**src/rtl/sdclk_pkg.sv**
```systemverilog
package sdclk_pkg;
  // Field positions are fixed because software decodes them.
  localparam int CFG_W     = 32;
  localparam int PSAVE_BIT = 12;
  localparam int WIDTH_LSB = 14;
  localparam int EDGE_BIT  = 16;
  localparam int FLOW_BIT  = 17;
  localparam int DDR_BIT   = 18;
  localparam int SPEED_BIT = 19;
  localparam int RXSEL_LSB = 20;

  typedef enum logic [1:0] {
    BUS_1B = 2'b00,
    BUS_4B = 2'b01,
    BUS_8B = 2'b10
  } bus_width_e;

  // Bits that hold storage; everything else reads as zero.
  function automatic logic [CFG_W-1:0] writable_mask(input int div_w);
    logic [CFG_W-1:0] m;
    m = '0;
    for (int i = 0; i < div_w; i++) m[i] = 1'b1;
    m[PSAVE_BIT]        = 1'b1;
    m[WIDTH_LSB +: 2]   = 2'b11;
    m[EDGE_BIT]         = 1'b1;
    m[FLOW_BIT]         = 1'b1;
    m[DDR_BIT]          = 1'b1;
    m[SPEED_BIT]        = 1'b1;
    m[RXSEL_LSB +: 2]   = 2'b11;
    return m;
  endfunction
endpackage

```
**src/rtl/sdclk_cfg_reg.sv**
```systemverilog
module sdclk_cfg_reg #(
  parameter int DIV_W = 10
) (
  input  logic                         clk,
  input  logic                         rst_n,
  input  logic                         wr_en,
  input  logic [sdclk_pkg::CFG_W-1:0]  wr_data,
  input  logic                         busy,
  output logic [sdclk_pkg::CFG_W-1:0]  cfg_q,
  output logic                         err_q
);
  localparam logic [sdclk_pkg::CFG_W-1:0] WR_MASK = sdclk_pkg::writable_mask(DIV_W);

  always_ff @(posedge clk or negedge rst_n) begin
    if (!rst_n) begin
      cfg_q <= '0;
      err_q <= 1'b0;
    end else if (wr_en) begin
      if (busy) err_q <= 1'b1;
      else      cfg_q <= wr_data & WR_MASK;
    end
  end

  // a refused write changes nothing and raises the flag
  p_blocked_write_r3: assert property (@(posedge clk) disable iff (!rst_n)
    (wr_en && busy) |=> ($stable(cfg_q) && err_q));

  // the flag only falls through reset
  p_err_sticky_r3: assert property (@(posedge clk) disable iff (!rst_n)
    err_q |=> err_q);

  // reserved bits never hold a one
  p_rsvd_zero_r2: assert property (@(posedge clk) disable iff (!rst_n)
    (cfg_q & ~WR_MASK) == '0);
endmodule

```
**src/rtl/sdclk_divider.sv**
```systemverilog
module sdclk_divider #(
  parameter int DIV_W = 10
) (
  input  logic             clk,
  input  logic             rst_n,
  input  logic [DIV_W-1:0] div_n,
  input  logic             run,
  output logic             ck_q,
  output logic             toggle
);
  logic [DIV_W-1:0] cnt;
  logic             bypass;
  logic             active;
  logic             last;

  always_comb begin
    bypass = (div_n == '0);
    // a high phase always completes; a low phase only advances while running
    active = !bypass && (ck_q || run);
    last   = (cnt >= (div_n - 1'b1));
    toggle = active && last;
  end

  always_ff @(posedge clk or negedge rst_n) begin
    if (!rst_n) begin
      cnt  <= '0;
      ck_q <= 1'b0;
    end else if (!active) begin
      cnt <= '0;
      if (bypass) ck_q <= 1'b0;
    end else if (last) begin
      cnt  <= '0;
      ck_q <= ~ck_q;
    end else begin
      cnt <= cnt + 1'b1;
    end
  end

  // a stopped clock stays parked low
  p_stop_low_r9: assert property (@(posedge clk) disable iff (!rst_n)
    (!bypass && !run && !ck_q) |=> !ck_q);

  // a high phase lasts longer than one kernel cycle when N > 1
  p_high_phase_r4: assert property (@(posedge clk) disable iff (!rst_n)
    ($rose(ck_q) && div_n > 1 && $stable(div_n)) |=> ck_q);
endmodule

```
**src/rtl/sdclk_outstage.sv**
```systemverilog
module sdclk_outstage (
  input  logic clk,
  input  logic rst_n,
  input  logic bypass,
  input  logic run,
  input  logic toggle,
  input  logic ck_q,
  input  logic edge_sel,
  input  logic ddr_eff,
  output logic card_clk,
  output logic launch
);
  logic pulse_q;  // marks a chosen card edge, kernel rising-edge aligned
  logic neg_q;    // same pulse, delayed to the following kernel falling edge
  logic gate_q;   // bypass clock enable, changes only while clk is low

  always_ff @(posedge clk or negedge rst_n) begin
    if (!rst_n) pulse_q <= 1'b0;
    else        pulse_q <= toggle && (ddr_eff || (ck_q ^ edge_sel));
  end

  always_ff @(negedge clk or negedge rst_n) begin
    if (!rst_n) begin
      neg_q  <= 1'b0;
      gate_q <= 1'b0;
    end else begin
      neg_q  <= pulse_q;
      gate_q <= bypass && run;
    end
  end

  always_comb begin
    card_clk = bypass ? (clk & gate_q) : ck_q;
    if (bypass)        launch = gate_q;
    else if (edge_sel) launch = neg_q;
    else               launch = pulse_q;
  end

  // a registered launch pulse always sits on a card clock transition
  p_launch_on_edge_r6: assert property (@(posedge clk) disable iff (!rst_n)
    pulse_q |-> (ck_q != $past(ck_q)));
endmodule

```
**src/rtl/sdcard_clkgen.sv**
```systemverilog
module sdcard_clkgen #(
  parameter int DIV_W = 10
) (
  input  logic        clk,
  input  logic        rst_n,
  input  logic        cfg_wr_en,
  input  logic [31:0] cfg_wr_data,
  output logic [31:0] cfg_rd_data,
  output logic        cfg_wr_err,
  input  logic        cmd_busy,
  input  logic        dat_busy,
  input  logic        bus_idle,
  input  logic        fc_hold,
  output logic        card_clk,
  output logic        launch
);
  import sdclk_pkg::*;

  logic [CFG_W-1:0] cfg_q;
  logic [DIV_W-1:0] div_n;
  logic             psave, edge_sel, flow_en, ddr_req, bypass, run, ddr_eff;
  bus_width_e       width;
  logic             ck_q, toggle;

  sdclk_cfg_reg #(.DIV_W(DIV_W)) u_cfg (
    .clk(clk), .rst_n(rst_n), .wr_en(cfg_wr_en), .wr_data(cfg_wr_data),
    .busy(cmd_busy | dat_busy), .cfg_q(cfg_q), .err_q(cfg_wr_err)
  );

  always_comb begin
    div_n    = cfg_q[DIV_W-1:0];
    psave    = cfg_q[PSAVE_BIT];
    width    = bus_width_e'(cfg_q[WIDTH_LSB +: 2]);
    edge_sel = cfg_q[EDGE_BIT];
    flow_en  = cfg_q[FLOW_BIT];
    ddr_req  = cfg_q[DDR_BIT];
    bypass   = (div_n == '0);
    run      = !(psave && bus_idle) && !(flow_en && fc_hold);
    ddr_eff  = ddr_req && (width != BUS_1B) && !bypass;
  end

  sdclk_divider #(.DIV_W(DIV_W)) u_div (
    .clk(clk), .rst_n(rst_n), .div_n(div_n), .run(run),
    .ck_q(ck_q), .toggle(toggle)
  );

  sdclk_outstage u_out (
    .clk(clk), .rst_n(rst_n), .bypass(bypass), .run(run), .toggle(toggle),
    .ck_q(ck_q), .edge_sel(edge_sel), .ddr_eff(ddr_eff),
    .card_clk(card_clk), .launch(launch)
  );

  assign cfg_rd_data = cfg_q;

  // with hold honoured, a low divided clock stays low
  p_hold_low_r10: assert property (@(posedge clk) disable iff (!rst_n)
    (flow_en && fc_hold && !bypass && !ck_q) |=> !ck_q);
endmodule

```
**config.mk**
```make
export PLATFORM = sky130hd
export DESIGN_NAME = sdcard_clkgen
export DESIGN_NICKNAME = d
export VERILOG_FILES = /design/src/rtl/sdclk_pkg.sv /design/src/rtl/sdclk_cfg_reg.sv /design/src/rtl/sdclk_divider.sv /design/src/rtl/sdclk_outstage.sv /design/src/rtl/sdcard_clkgen.sv
export SDC_FILE = /design/constraint.sdc
export NUM_CORES = 1
export LEC_CHECK = 0
export ABC_AREA = 1
export CAP_MARGIN = 20
export CORE_MARGIN = 10
export CORE_UTILIZATION = 45
export CTS_CLUSTER_DIAMETER = 80
export DETAILED_ROUTE_END_ITERATION = 10
export HOLD_SLACK_MARGIN = 0.05
export MAX_ROUTING_LAYER = met4
export PLACE_DENSITY = 0.91
export SETUP_SLACK_MARGIN = 0.2
export SLEW_MARGIN = 15
export SYNTH_ARGS = -nofsm -noshare
export SYNTH_HDL_FRONTEND = slang
export SYNTH_SLANG_ARGS = --single-unit
```
**constraint.sdc**
```tcl
create_clock -name clk -period 2.91 [get_ports clk]
set_input_delay 0.4365 -clock clk [delete_from_list [all_inputs] [get_ports clk]]
set_output_delay 0.4365 -clock clk [all_outputs]
set_load 0.05 [all_outputs]
```
==> flow_summary.toml <==
[power_and_ir_drop]
peakVddDrop_mv = 0.444
switching_share_pct = 40.4
p_switching_uw = 856
power_mw = 2.12
clkPwrFrac_pct = 27.4
seqPwrFrac_pct = 32.9
comb_power_share_pct = 39.7
power.internal_mw = 1.26
leakage_nw = 1.31
pwr_density_cell_mw_per_mm2 = 763

[logic_synthesis]
yosysUniqueCellTypes = 30
synthTopCellsByCount = "33 x nand2_1, 32 x dfrtp_1, 21 x inv_1"
yosys_warnings = 0
synth_fa_ha_area_share_pct = 7.21
yosysTopAreaCellShare_pct = 38.5
synth_area_mm2 = 0.00208
synth_top_family_by_area = "simple AND/OR/NAND/NOR gates"
synth_area_leaders = "dfrtp_1 38%, ha_1 7.2%, nand2_1 5.9%"
synth_edf_count = 0
async_flop_share_pct = 100
yosysSeqAreaShare_pct = 40.9
synthMuxAreaShare_pct = 8.47
synth-xor-area-share_pct = 7.15
syn_inst = 215
ys_ff_latch = 34
avgSynthCellArea_um2 = 9.68
yosys.cell_count.top_type = "nand2_1"
synth_compound_area_share_pct = 4.87
synthFlopType = "dfrtp_1"
yosys.area_share.simple_pct = 20.8
synth_top_area_cell = "dfrtp_1"

[floorplanning]
core_area_mm2 = 0.00441
num_rows = 24
die_h_um = 88.0
pin_count = 74
dieArea_mm2 = 0.00775
start_util_pct = 47.2
die_x_um = 88.0

[timing]
tightest_slew_ps = 608
setup_viol = 3
slew_viol_final = 0
fin_ws_ps = -269
finalClockSkew_ps = 28.2
whs_ps = 272
rsz0062_at_grt = "true"
max-slew-margin-rel_pct = 59.3
hold_viol = 0

[critical_path]
critPathBufInv = 1
path_class = "reg -> out"
cpMaxStageDelayCell = "dfrtn_1"
crit_arrival_ps = 2740
start_kind = "flop"
cp_slowest_stage_delay_ps = 450
required_ps = 2470
path_max_fanout = 2
end_kind = "output port"
worst_path_dominant_cell_family = "flip-flops"
crit_chain = "nand2_2, o21ai_2, buf_6"

[clocking]
clkTransAtPathRegs_ps = 80
clock_latency_ps = 420
cts_tree = "done"
hold_buffers = 0

[place]
portBuffers = 47
gp_congestion = 0.812
place_area_mm2 = 0.00257
dp_hpwl_um = 3840

[routing]
viasPerCell = 5.07
first_pass_iters = 4
drc_errors = 0
wl_per_cell_um = 16.6
drt_iter0_markers = 89
via_count = 1648
totalWireLength_um = 5410
ant_nets = 0

[final_layout]
fin_area_mm2 = 0.00278
drive_gt1_share_pct = 24.2
area_growth_pct = 33.4
antenna_cells = 0
final_util_pct = 62.9
final_nets = 323

[min_path]
worst_hold_path_type = "in -> async"

[global_route]
antenna_found_initial = 0
overflow = 0
grt_first_pass_wirelength_um = 8330
grt_max_degree = 31
grt.total_usage_pct = 14.4
grt_pass1_vias = 1699

[status]
status = "finished, violations left"
violations = "negative setup slack"

[job]
maxCapViolCount = 0
==> cell families (layout without fill, tap and decap cells) <==
kind of cell | Yosys count | count (layout)
buf+inv | 39 | 85
mux | 13 | 13
fa+ha+maj | 12 | 12
flops | 34 | 34
xor+xnor | 17 | 17
compound gates | 16 | 16
other cells | 1 | 13
simple gates | 83 | 83
==> power by group through the flow <==
| stage | clock network, mW | registers [mW] | logic, mW |
|---|---|---|---|
| after floorplan | 0.0275 | 0.834 | 0.450 |
| after global placement | 0.0386 | 0.693 | 0.792 |
| after detailed placement | 0.0386 | 0.703 | 0.825 |
| after CTS | 0.590 | 0.695 | 0.843 |
| after global routing | 0.613 | 0.716 | 0.915 |
| final | 0.580 | 0.698 | 0.841 |
==> state kept, by name, indices dropped and copies added (netlist names) <==
signal         count
u_div.cnt         10
u_out.gate_q       1
u_cfg.err_q        1
u_div.ck_q         1
u_cfg.cfg_q       19
u_out.pulse_q      1
u_out.neg_q        1
==> metal layers <==
metal / GRT usage (%) / wire length (um) / vias up
met1: 14.5 / 1990 / 791
met5: - / 0 / -
li1: - / - / 775
met2: 24.3 / 2790 / 71
met3: 6.13 / 517 / 11
met4: 5.56 / 105 / 0
==> layout by cell type, fill, tap and decap left out, types with 6 or more instances in the layout <==
master           instances
nor3_2                   9
a21oi_1                 10
conb_1                  13
mux2_4                   8
nor2_2                   6
nand2_2                  7
clkdlybuf4s50_1         45
nor2_1                  17
xor2_1                  12
nand2_1                 31
ha_1                    11
clkbuf_8                 8
dfrtp_1                 30
nand3_1                  7
inv_1                   19
==> repair_timing <==
item	4_1_cts	5_1_grt
setup buffers	1	3
pin swaps	2	3
gates resized for setup	9	4
endpoints found under the setup margin	3	16
==> path summary, 6_finish.rpt <==
path                            slack (ps)  cells past startpoint            from             to
min in group clk                       510                      1     u_cfg.err_q    u_cfg.err_q
max in group asynchronous             1060                      1           rst_n    u_out.neg_q
worst min register to register         510                      1     u_cfg.err_q    u_cfg.err_q
worst max-delay path                  -270                      3    u_out.gate_q       card_clk
worst max register to register         300                      5  u_cfg.cfg_q[6]   u_out.gate_q
worst min-delay path                   270                      1           rst_n  u_out.pulse_q
==> cell type report <==
| type | count | area, um^2 |
|---|---|---|
| sequential | 34 | 853 |
| inverter | 22 | 85.1 |
| tap | 52 | 65.1 |
| timing repair buffer | 51 | 512 |
| clock inverter | 3 | 40.0 |
| multi-input combinational | 154 | 1100 |
| clock buffer | 9 | 121 |
| fill | 340 | 1640 |
==> per-stage QoR <==
step                setup slack [ps]  cells  TNS, ps
detailed placement              -361    310     -361
finish                          -269    325     -537
global placement                -335    310     -335
global route                    -317    325     -625
floorplan                        110    227        0
CTS                             -241    322     -471
Note: power is estimated with default switching activity, not from simulation.
